## config.mk

```make
export PLATFORM = sky130hd
export DESIGN_NAME = ptp_tod_counter
export DESIGN_NICKNAME = d
export VERILOG_FILES = /design/src/rtl/ptp_tod_pkg.sv /design/src/rtl/ptp_tod_accum.sv /design/src/rtl/ptp_tod_stage.sv /design/src/rtl/ptp_tod_core.sv /design/src/rtl/ptp_tod_snap.sv /design/src/rtl/ptp_tod_counter.sv
export SDC_FILE = /design/constraint.sdc
export NUM_CORES = 1
export LEC_CHECK = 0
export BUFFER_PORTS_ARGS = -buffer_cell sky130_fd_sc_hd__buf_2
export CORE_ASPECT_RATIO = 0.75
export CORE_MARGIN = 3
export CORE_UTILIZATION = 55
export DETAILED_ROUTE_END_ITERATION = 10
export PLACE_DENSITY = 0.76
export RECOVER_POWER = 50
export SLEW_MARGIN = 20
export SYNTH_ARGS = -nofsm -noshare
export SYNTH_HDL_FRONTEND = slang
export SYNTH_SLANG_ARGS = --single-unit
```

## constraint.sdc

```tcl
create_clock -name clk -period 24.8 [get_ports clk]
set_clock_uncertainty 0.15 [all_clocks]
set_input_delay 1.24 -clock clk [delete_from_list [all_inputs] [get_ports clk]]
set_output_delay 1.24 -clock clk [all_outputs]
set_load 0.01 [all_outputs]
```

## src/rtl/ptp_tod_pkg.sv

```systemverilog
package ptp_tod_pkg;

  // Width of the sub-second field; both wrap limits fit below 2^32.
  localparam int SUB_W = 32;

  typedef enum logic {
    ROLL_BIN = 1'b0,
    ROLL_DEC = 1'b1
  } roll_mode_e;

  localparam logic [SUB_W-1:0] BIN_LIMIT = 32'h8000_0000;
  localparam logic [SUB_W-1:0] DEC_LIMIT = 32'd1_000_000_000;

  function automatic logic [SUB_W-1:0] roll_limit(input roll_mode_e m);
    return (m == ROLL_DEC) ? DEC_LIMIT : BIN_LIMIT;
  endfunction

endpackage

```

## src/rtl/ptp_tod_accum.sv

```systemverilog
module ptp_tod_accum #(
  parameter int              ACC_W       = 32,
  parameter logic [ACC_W-1:0] BASE_ADDEND = {1'b1, {(ACC_W-1){1'b0}}}
) (
  input  logic             clk,
  input  logic             rst_n,
  input  logic             fine_en,
  input  logic             addend_stb,
  input  logic [ACC_W-1:0] addend_val,
  output logic             tick
);

  logic [ACC_W-1:0] acc_q, acc_d;
  logic [ACC_W-1:0] addend_q, addend_d;
  logic [ACC_W:0]   acc_sum;
  logic             acc_en, addend_en;

  always_comb begin
    acc_sum   = {1'b0, acc_q} + {1'b0, addend_q};
    acc_en    = fine_en;
    acc_d     = acc_sum[ACC_W-1:0];
    addend_en = addend_stb;
    addend_d  = addend_val;
    tick      = fine_en ? acc_sum[ACC_W] : 1'b1;
  end

  always_ff @(posedge clk or negedge rst_n) begin
    if (!rst_n) begin
      acc_q    <= '0;
      addend_q <= BASE_ADDEND;
    end else begin
      if (acc_en)    acc_q    <= acc_d;
      if (addend_en) addend_q <= addend_d;
    end
  end

endmodule

```

## src/rtl/ptp_tod_stage.sv

```systemverilog
module ptp_tod_stage #(
  parameter int SEC_W = 32,
  parameter int SUB_W = ptp_tod_pkg::SUB_W
) (
  input  logic             clk,
  input  logic             rst_n,
  input  logic             tick,
  input  logic             set_stb,
  input  logic [SEC_W-1:0] set_sec,
  input  logic [SUB_W-1:0] set_sub,
  input  logic             adj_stb,
  input  logic             adj_neg,
  input  logic [SEC_W-1:0] adj_sec,
  input  logic [SUB_W-1:0] adj_sub,
  output logic             set_pend,
  output logic [SEC_W-1:0] set_sec_q,
  output logic [SUB_W-1:0] set_sub_q,
  output logic             adj_pend,
  output logic             adj_neg_q,
  output logic [SEC_W-1:0] adj_sec_q,
  output logic [SUB_W-1:0] adj_sub_q,
  output logic             busy
);

  logic set_pend_d, adj_pend_d;

  // A fresh strobe wins over the clearing tick; a tick clears both
  // requests, which drops an offset when a load is applied with it.
  always_comb begin
    set_pend_d = set_stb ? 1'b1 : (tick ? 1'b0 : set_pend);
    adj_pend_d = adj_stb ? 1'b1 : (tick ? 1'b0 : adj_pend);
    busy       = set_pend | adj_pend;
  end

  always_ff @(posedge clk or negedge rst_n) begin
    if (!rst_n) begin
      set_pend  <= 1'b0;
      adj_pend  <= 1'b0;
      set_sec_q <= '0;
      set_sub_q <= '0;
      adj_neg_q <= 1'b0;
      adj_sec_q <= '0;
      adj_sub_q <= '0;
    end else begin
      set_pend <= set_pend_d;
      adj_pend <= adj_pend_d;
      if (set_stb) begin
        set_sec_q <= set_sec;
        set_sub_q <= set_sub;
      end
      if (adj_stb) begin
        adj_neg_q <= adj_neg;
        adj_sec_q <= adj_sec;
        adj_sub_q <= adj_sub;
      end
    end
  end

endmodule

```

## src/rtl/ptp_tod_core.sv

```systemverilog
module ptp_tod_core
  import ptp_tod_pkg::*;
#(
  parameter int SEC_W = 32,
  parameter int INC_W = 8
) (
  input  logic             clk,
  input  logic             rst_n,
  input  logic             tick,
  input  logic             roll_dec,
  input  logic [INC_W-1:0] inc,
  input  logic             set_pend,
  input  logic [SEC_W-1:0] set_sec,
  input  logic [SUB_W-1:0] set_sub,
  input  logic             adj_pend,
  input  logic             adj_neg,
  input  logic [SEC_W-1:0] adj_sec,
  input  logic [SUB_W-1:0] adj_sub,
  output logic [SEC_W-1:0] sec_q,
  output logic [SUB_W-1:0] sub_q
);

  localparam int N_MODES = 2;

  logic [SUB_W-1:0] inc_ext;
  logic [SUB_W:0]   step_sum;
  logic [SUB_W-1:0] step_res  [N_MODES];
  logic             step_wrap [N_MODES];

  assign inc_ext  = {{(SUB_W-INC_W){1'b0}}, inc};
  assign step_sum = {1'b0, sub_q} + {1'b0, inc_ext};

  // One wrap evaluator per rollover mode, selected afterwards.
  for (genvar g = 0; g < N_MODES; g++) begin : g_roll
    localparam logic [SUB_W-1:0] LIM = roll_limit(roll_mode_e'(g));
    always_comb begin
      step_wrap[g] = step_sum >= {1'b0, LIM};
      step_res[g]  = step_wrap[g] ? (sub_q + inc_ext - LIM) : (sub_q + inc_ext);
    end
  end

  logic [SUB_W-1:0] lim_sel;
  logic [SUB_W:0]   add_sum;
  logic             add_wrap, sub_borrow;
  logic [SUB_W-1:0] add_res, dif_res;
  logic [SEC_W-1:0] add_sec, dif_sec;
  logic [SEC_W-1:0] sec_d;
  logic [SUB_W-1:0] sub_d;
  logic             time_en;

  always_comb begin
    lim_sel    = roll_limit(roll_mode_e'(roll_dec));
    add_sum    = {1'b0, sub_q} + {1'b0, adj_sub};
    add_wrap   = add_sum >= {1'b0, lim_sel};
    add_res    = add_wrap ? (sub_q + adj_sub - lim_sel) : (sub_q + adj_sub);
    add_sec    = sec_q + adj_sec + {{(SEC_W-1){1'b0}}, add_wrap};
    sub_borrow = sub_q < adj_sub;
    dif_res    = sub_borrow ? (sub_q - adj_sub + lim_sel) : (sub_q - adj_sub);
    dif_sec    = sec_q - adj_sec - {{(SEC_W-1){1'b0}}, sub_borrow};
  end

  always_comb begin
    time_en = tick;
    if (set_pend) begin
      sec_d = set_sec;
      sub_d = set_sub;
    end else if (adj_pend) begin
      sec_d = adj_neg ? dif_sec : add_sec;
      sub_d = adj_neg ? dif_res : add_res;
    end else begin
      sec_d = sec_q + {{(SEC_W-1){1'b0}}, step_wrap[roll_dec]};
      sub_d = step_res[roll_dec];
    end
  end

  always_ff @(posedge clk or negedge rst_n) begin
    if (!rst_n) begin
      sec_q <= '0;
      sub_q <= '0;
    end else if (time_en) begin
      sec_q <= sec_d;
      sub_q <= sub_d;
    end
  end

endmodule

```

## src/rtl/ptp_tod_snap.sv

```systemverilog
module ptp_tod_snap #(
  parameter int SEC_W = 32,
  parameter int SUB_W = ptp_tod_pkg::SUB_W
) (
  input  logic             clk,
  input  logic             rst_n,
  input  logic             snap_stb,
  input  logic [SEC_W-1:0] sec,
  input  logic [SUB_W-1:0] sub,
  output logic [SEC_W-1:0] snap_sec,
  output logic [SUB_W-1:0] snap_sub
);

  logic snap_en;
  assign snap_en = snap_stb;

  always_ff @(posedge clk or negedge rst_n) begin
    if (!rst_n) begin
      snap_sec <= '0;
      snap_sub <= '0;
    end else if (snap_en) begin
      snap_sec <= sec;
      snap_sub <= sub;
    end
  end

endmodule

```

## src/rtl/ptp_tod_counter.sv

```systemverilog
module ptp_tod_counter
  import ptp_tod_pkg::*;
#(
  parameter int SEC_W = 32,
  parameter int INC_W = 8,
  parameter int ACC_W = 32
) (
  input  logic             clk,
  input  logic             rst_n,
  input  logic             roll_dec_i,
  input  logic             fine_en_i,
  input  logic [INC_W-1:0] sub_inc_i,
  input  logic             set_stb_i,
  input  logic [SEC_W-1:0] set_sec_i,
  input  logic [SUB_W-1:0] set_sub_i,
  input  logic             adj_stb_i,
  input  logic             adj_neg_i,
  input  logic [SEC_W-1:0] adj_sec_i,
  input  logic [SUB_W-1:0] adj_sub_i,
  input  logic             addend_stb_i,
  input  logic [ACC_W-1:0] addend_i,
  input  logic             snap_stb_i,
  output logic [SEC_W-1:0] snap_sec_o,
  output logic [SUB_W-1:0] snap_sub_o,
  output logic             busy_o,
  output logic [SEC_W-1:0] now_sec_o,
  output logic [SUB_W-1:0] now_sub_o
);

  // Reset asserts at once and releases two clocks later.
  logic [1:0] rst_pipe_q;
  logic       rst_sync_n;

  always_ff @(posedge clk or negedge rst_n) begin
    if (!rst_n) rst_pipe_q <= '0;
    else        rst_pipe_q <= {rst_pipe_q[0], 1'b1};
  end
  assign rst_sync_n = rst_pipe_q[1];

  logic             tick_w;
  logic             set_pend_w, adj_pend_w, adj_neg_w;
  logic [SEC_W-1:0] set_sec_w, adj_sec_w;
  logic [SUB_W-1:0] set_sub_w, adj_sub_w;

  ptp_tod_accum #(.ACC_W(ACC_W)) u_accum (
    .clk        (clk),
    .rst_n      (rst_sync_n),
    .fine_en    (fine_en_i),
    .addend_stb (addend_stb_i),
    .addend_val (addend_i),
    .tick       (tick_w)
  );

  ptp_tod_stage #(.SEC_W(SEC_W)) u_stage (
    .clk       (clk),
    .rst_n     (rst_sync_n),
    .tick      (tick_w),
    .set_stb   (set_stb_i),
    .set_sec   (set_sec_i),
    .set_sub   (set_sub_i),
    .adj_stb   (adj_stb_i),
    .adj_neg   (adj_neg_i),
    .adj_sec   (adj_sec_i),
    .adj_sub   (adj_sub_i),
    .set_pend  (set_pend_w),
    .set_sec_q (set_sec_w),
    .set_sub_q (set_sub_w),
    .adj_pend  (adj_pend_w),
    .adj_neg_q (adj_neg_w),
    .adj_sec_q (adj_sec_w),
    .adj_sub_q (adj_sub_w),
    .busy      (busy_o)
  );

  ptp_tod_core #(.SEC_W(SEC_W), .INC_W(INC_W)) u_core (
    .clk      (clk),
    .rst_n    (rst_sync_n),
    .tick     (tick_w),
    .roll_dec (roll_dec_i),
    .inc      (sub_inc_i),
    .set_pend (set_pend_w),
    .set_sec  (set_sec_w),
    .set_sub  (set_sub_w),
    .adj_pend (adj_pend_w),
    .adj_neg  (adj_neg_w),
    .adj_sec  (adj_sec_w),
    .adj_sub  (adj_sub_w),
    .sec_q    (now_sec_o),
    .sub_q    (now_sub_o)
  );

  ptp_tod_snap #(.SEC_W(SEC_W)) u_snap (
    .clk      (clk),
    .rst_n    (rst_sync_n),
    .snap_stb (snap_stb_i),
    .sec      (now_sec_o),
    .sub      (now_sub_o),
    .snap_sec (snap_sec_o),
    .snap_sub (snap_sub_o)
  );

endmodule

```

Word-level counts from Yosys, hierarchy flattened:

Cells that the tools add are included.

* bitwise gates (word level): 2
* mux-type cells: 21
* magnitude comparators: 5
* reduce and logical (&&, ||, !) cells: 2
* $add $sub $neg: 15

Operators with widths (number)
* $mux 32: 14
* $add 32x32->32: 3
* $sub 32x32->32: 3
* $add 32x32->33: 2
* $add 32x1->32: 2
* $add 32x8->33: 1
* $ge 33x30->1 const B: 1
* $ge 33x32->1: 1
* $ge 33x32->1 const B: 1
* $add 32x8->32: 1
* $lt 32x32->1: 1
* $sub 32x1->32: 1
* $sub 32x30->32 const B: 1
* $sub 32x32->32 const B: 1
* $mux 1: 7
* $reduce_bool 2->1: 2
* $ge 2x2->1 const B: 1
* $not 1->2: 1
* $or 1x1->1: 1

* input port bits: 177
* flip-flop bits (word level): 325
* word-level logic and storage cells: 59

Longest topological paths before layout:

* depth after elaboration: 8
* depth in mapped cells: 36
* gate-level depth less buffers: 35

Modules after synthesis:

Synthesis repeated with hierarchy kept, for this count alone.

* cells, all modules: 3044
* area total of the unflattened synthesis: 28118.2 sq um

By module, submodules not included
* ptp_tod_core: instances 1, area an instance 16065.4 sq um, cells each 2231, sequential area each 1601.5 sq um
* ptp_tod_stage: instances 1, area an instance 5225.0 sq um, cells each 278, sequential area each 3278.1 sq um
* ptp_tod_accum: instances 1, area an instance 4095.2 sq um, cells each 397, sequential area each 1602.8 sq um
* ptp_tod_snap: instances 1, area an instance 2678.8 sq um, cells each 135, sequential area each 1601.5 sq um
* ptp_tod_counter: instances 1, area an instance 53.8 sq um, cells each 3, sequential area each 50.0 sq um

Worst setup path before layout:

OpenSTA, ideal clock, no wires.

* path type: register -> register
* start point: register u_core.sub_q[1]
* end point: register u_core.sec_q[30]
* data arrival time: 7.147 ns
* setup time: 0.101 ns
* cell stages (with the launch flop): 35
* slack: 17.402 ns
* period minus slack after synthesis: 7.398 ns
* cell sequence: dfrtp_1 -> ha_1 -> nor2b_1 -> o311ai_1 -> a21oi_1 -> o21ai_0 -> o22ai_1 -> a211oi_1 -> a2bb2oi_1 -> xnor2_1 -> ha_1 -> nand4_1 -> nor4_1 -> nand3_1 -> nor4_1 -> and4_1 -> nand4_1 -> nor4b_2 -> o31ai_1 -> nand2_1 -> inv_2 -> fa_1 -> fa_1 -> o21bai_1 -> a21oi_1 -> o21ai_0 -> a21oi_1 -> o211ai_1 -> a41oi_1 -> a31oi_1 -> a21oi_1 -> a22oi_1 -> xnor2_1 -> o21ai_0 -> o32ai_1

* longest elaborated chain between the ends: 8
* elaborated cells between the ends (all ways): 15

RTL lines
* from (decl): RTL line ptp_tod_core.sv:20 `output logic [SUB_W-1:0] sub_q`
* from (signal assigned): RTL line ptp_tod_core.sv:82 `sub_q <= sub_d;`
* $add 32x8->33: RTL line ptp_tod_core.sv:31 `assign step_sum = {1'b0, sub_q} + {1'b0, inc_ext};`
* $ge 33x30->1 / $ge 33x32->1 (equally long branches): RTL line ptp_tod_core.sv:37 `step_wrap[g] = step_sum >= {1'b0, LIM};`
* $mux 1 (not written as such) (3 in series): RTL line ptp_tod_core.sv:71 `sec_d = sec_q + {{(SEC_W-1){1'b0}}, step_wrap[roll_dec]};`
* $add 32x1->32: RTL line ptp_tod_core.sv:71
* $mux 32 (*): RTL line ptp_tod_core.sv:67 `end else if (adj_pend) begin`
* $mux 32 (*): RTL line ptp_tod_core.sv:64 `if (set_pend) begin`
* to (signal assigned): RTL line ptp_tod_core.sv:78 `sec_q <= '0;`
* to (signal assigned): RTL line ptp_tod_core.sv:81 `sec_q <= sec_d;`
* to (decl): RTL line ptp_tod_core.sv:19 `output logic [SEC_W-1:0] sec_q,`

Every way passes the cells marked *; elsewhere a longest branch is shown, timed or not. The select of a mux whose other input is x is not followed.
A chain may end at the register's enable or synchronous reset.

Final worst setup path:

* start point: register u_core.sub_q[8]
* end point: register u_core.sec_q[30]

The elaborated chain is that of the path after synthesis.

==> out/results.txt <==
Mapped Nets - 3558
Overall Global Routing Usage - 35.0%
Initial DRT Pass Iterations - 8
R2R depth - 35
Crit-path max FO - 20
Finish-stage setup viols - 0
CTS Root Cell - clkbuf_16
Crit. End Element - register
Vias per Instance - 6.37
First-pass GRT wire length - 145000 um
Fmax - 97.2 MHz
Die Span X - 263 um
Pleak - 13.5 nW
Io pins - 306
Failing checks - max-capacitance violations, max-slew violations
Top_reg_cell synth - dfrtp_1
Row count - 70
Synth Instances - 3146
Yosys warning total - 0
Pin count of the biggest net entering global routing - 79
Core Box Area - 49000 um^2
Peak supply drop - 76.6 uV
Final hold vios - 0
Post-CTS Setup Bufs - 0
Crit-path max cell delay - 810 ps
Fin crit share - 41.5%
Share of cells above drive strength 1 - 19.5%
Pwr per Cell Area - 161 nW/um^2
Synth Area per Inst - 8.69 um^2
Rel. slew slack - -198%
Placed wire-length estimate - 71700 um
Reg2reg start - u_core.sub_q[8]$_DFFE_PN0P_
Drt total wl - 94800 um
CP dominant cell by count - a21oi_1
Count of clock tree sinks - 325
RR Endpoint - u_core.sec_q[30]$_DFFE_PN0P_
Tmin final - 10290 ps
Post-synth EDFFs - 0
Clk buf depth - 3
Most common cell after layout, fill and taps aside - dfrtp_1
Vias in the first global route - 24774
Slowest cell on crit path - a211oi_1
DRC - 0
TritonCTS Buffers - 37
Clock latency on the worst-skew pair - 570 ps
Number of routed nets with antenna violations - 0
Routed length per instance - 23.4 um
RSZ-0062 raised after global routing - false
Worst EP required - 25120 ps
Initial drt markers - 2603
Hold path startpoint - rst_pipe_q[0]$_DFF_PN0_
Grt ovf - 0
Full die area - 52400 um^2
Reg-to-reg setup timing slack - 14510 ps
Crit start category - register
Via Count - 25813
Nets@finish - 3786
Slew Limit Fails - 425
Hold path depth - 0
CTS tree - yes
FF+latch count, synth - 325
Starting density of the core - 55.8%
Synth cell types - 101
Die Y-Extent - 199 um
Post-synthesis cell area - 27300 um^2
Initial antenna violation count - 3
Status - finished, violations left
Critical path arrival - 10610 ps
Critical path type - reg -> reg
Worst Tran Pin Value - 4470 ps
Synth-to-layout area growth - 11.7%
Min-Delay Path Class - reg -> reg
PostCTS Resize Cnt - 0
Most frequent cells in the layout - dfrtp_1, buf_2, nand2_1, a21oi_1, ha_1
Sequential share of the synthesized area - 29.8%
Maximum Capacitance Violations - 8
Routability Congestion - 1.04
H-Tree Depth - 2
Clk slew on worst S/H paths - 70 ps
Fin Setup TNS - 0 ps
Worst hold endpoint - rst_pipe_q[1]$_DFF_PN0_
FFs w/ async S/R, synth - 100%
# placed instances - 3982
Final non-filler cell total - 4053
Number of hold buffers added after CTS - 0
# port buffers - 305
worst max-delay path: cells and delay by family, from the launching register on:
family / cells / cell delay, ps
fa+ha+maj: 4 / 1920
buf+inv: 3 / 570
xor+xnor: 2 / 370
flops: 1 / 600
simple gates: 9 / 1860
compound gates: 17 / 4710
worst max-delay path by stage:
stage,from,to,slack [ps],depth (start not counted)
floorplan,rst_pipe_q[1]$_DFF_PN0_,u_accum.acc_q[0]$_DFFE_PN0P_,14920,0
global placement,u_core.sub_q[8]$_DFFE_PN0P_,u_core.sec_q[30]$_DFFE_PN0P_,15380,35
detailed placement,u_stage.adj_sub_q[1]$_DFFE_PN0P_,u_core.sec_q[30]$_DFFE_PN0P_,14920,36
CTS,u_core.sub_q[8]$_DFFE_PN0P_,u_core.sec_q[30]$_DFFE_PN0P_,14870,35
global route,u_core.sub_q[8]$_DFFE_PN0P_,u_core.sec_q[30]$_DFFE_PN0P_,13950,35
finish,u_core.sub_q[8]$_DFFE_PN0P_,u_core.sec_q[30]$_DFFE_PN0P_,14510,35
synth_stat cells (31+ instances only):
master | instances | area [um^2]
dfrtp_1 | 324 | 8110
nand2_1 | 245 | 920
a21oi_1 | 234 | 1170
ha_1 | 227 | 2840
inv_1 | 225 | 845
nor2_1 | 211 | 792
mux2_2 | 208 | 2340
o21ai_0 | 184 | 921
xnor2_1 | 154 | 1350
clkbuf_1 | 110 | 413
nand3_1 | 85 | 425
a211oi_1 | 61 | 458
a21o_1 | 57 | 428
xor2_1 | 57 | 499
nor3_1 | 54 | 270
o211ai_1 | 49 | 368
nand4_1 | 32 | 200
a31oi_1 | 31 | 194
nand2b_1 | 31 | 194
through the flow:
stage,setup slack [ps],hold slack [ps],utilization [%],area [um^2],power [mW]
floorplan,14920,181,-,27300,3.29
finish,14510,206,62.3,30500,4.92
global placement,15380,187,59.9,29300,4.17
CTS,14870,207,62.4,30500,4.84
detailed placement,14920,190,59.9,29300,4.24
global route,13950,210,62.3,30500,5.27
routing by layer:
layer  vias up  wire length, um  global-route usage [%]
met2      1167            41500                    54.6
met5         -                0                       0
met3       204             8140                    6.40
met1     12557            41800                    49.2
met4         0             3410                    12.0
li1      11885                -                       -
report_power, final:
group | total, mW | leakage [nW] | switching, mW | internal [mW]
clock network | 0.571 | 0.608 | 0.253 | 0.318
registers | 0.906 | 3.81 | 0.214 | 0.693
logic | 3.44 | 9.09 | 2.11 | 1.32
logic make-up (layout without fill, tap and decap cells):
logic type	Yosys count	in the layout	share of synthesized area (%)
AOI/OAI and AO/OA	924	924	22.7
and+or+nand+nor	836	836	14.7
buffers and inverters	379	636	5.45
DFF	325	325	29.8
adders and majority gates	235	235	11.0
muxes	234	234	9.52
xor gates and xnor gates	212	212	6.86
other	1	3	0.0137
final cells by class:
type | count | area (um^2)
Fill cell | 4275 | 18400
Clock inverter | 24 | 218
Multi-Input combinational cell | 2442 | 17700
Timing Repair Buffer | 336 | 1740
Tap cell | 648 | 811
Inverter | 232 | 871
Sequential cell | 325 | 8140
Antenna cell | 2 | 5.00
Clock buffer | 44 | 1010
Note: power is estimated with default switching activity, not from simulation.
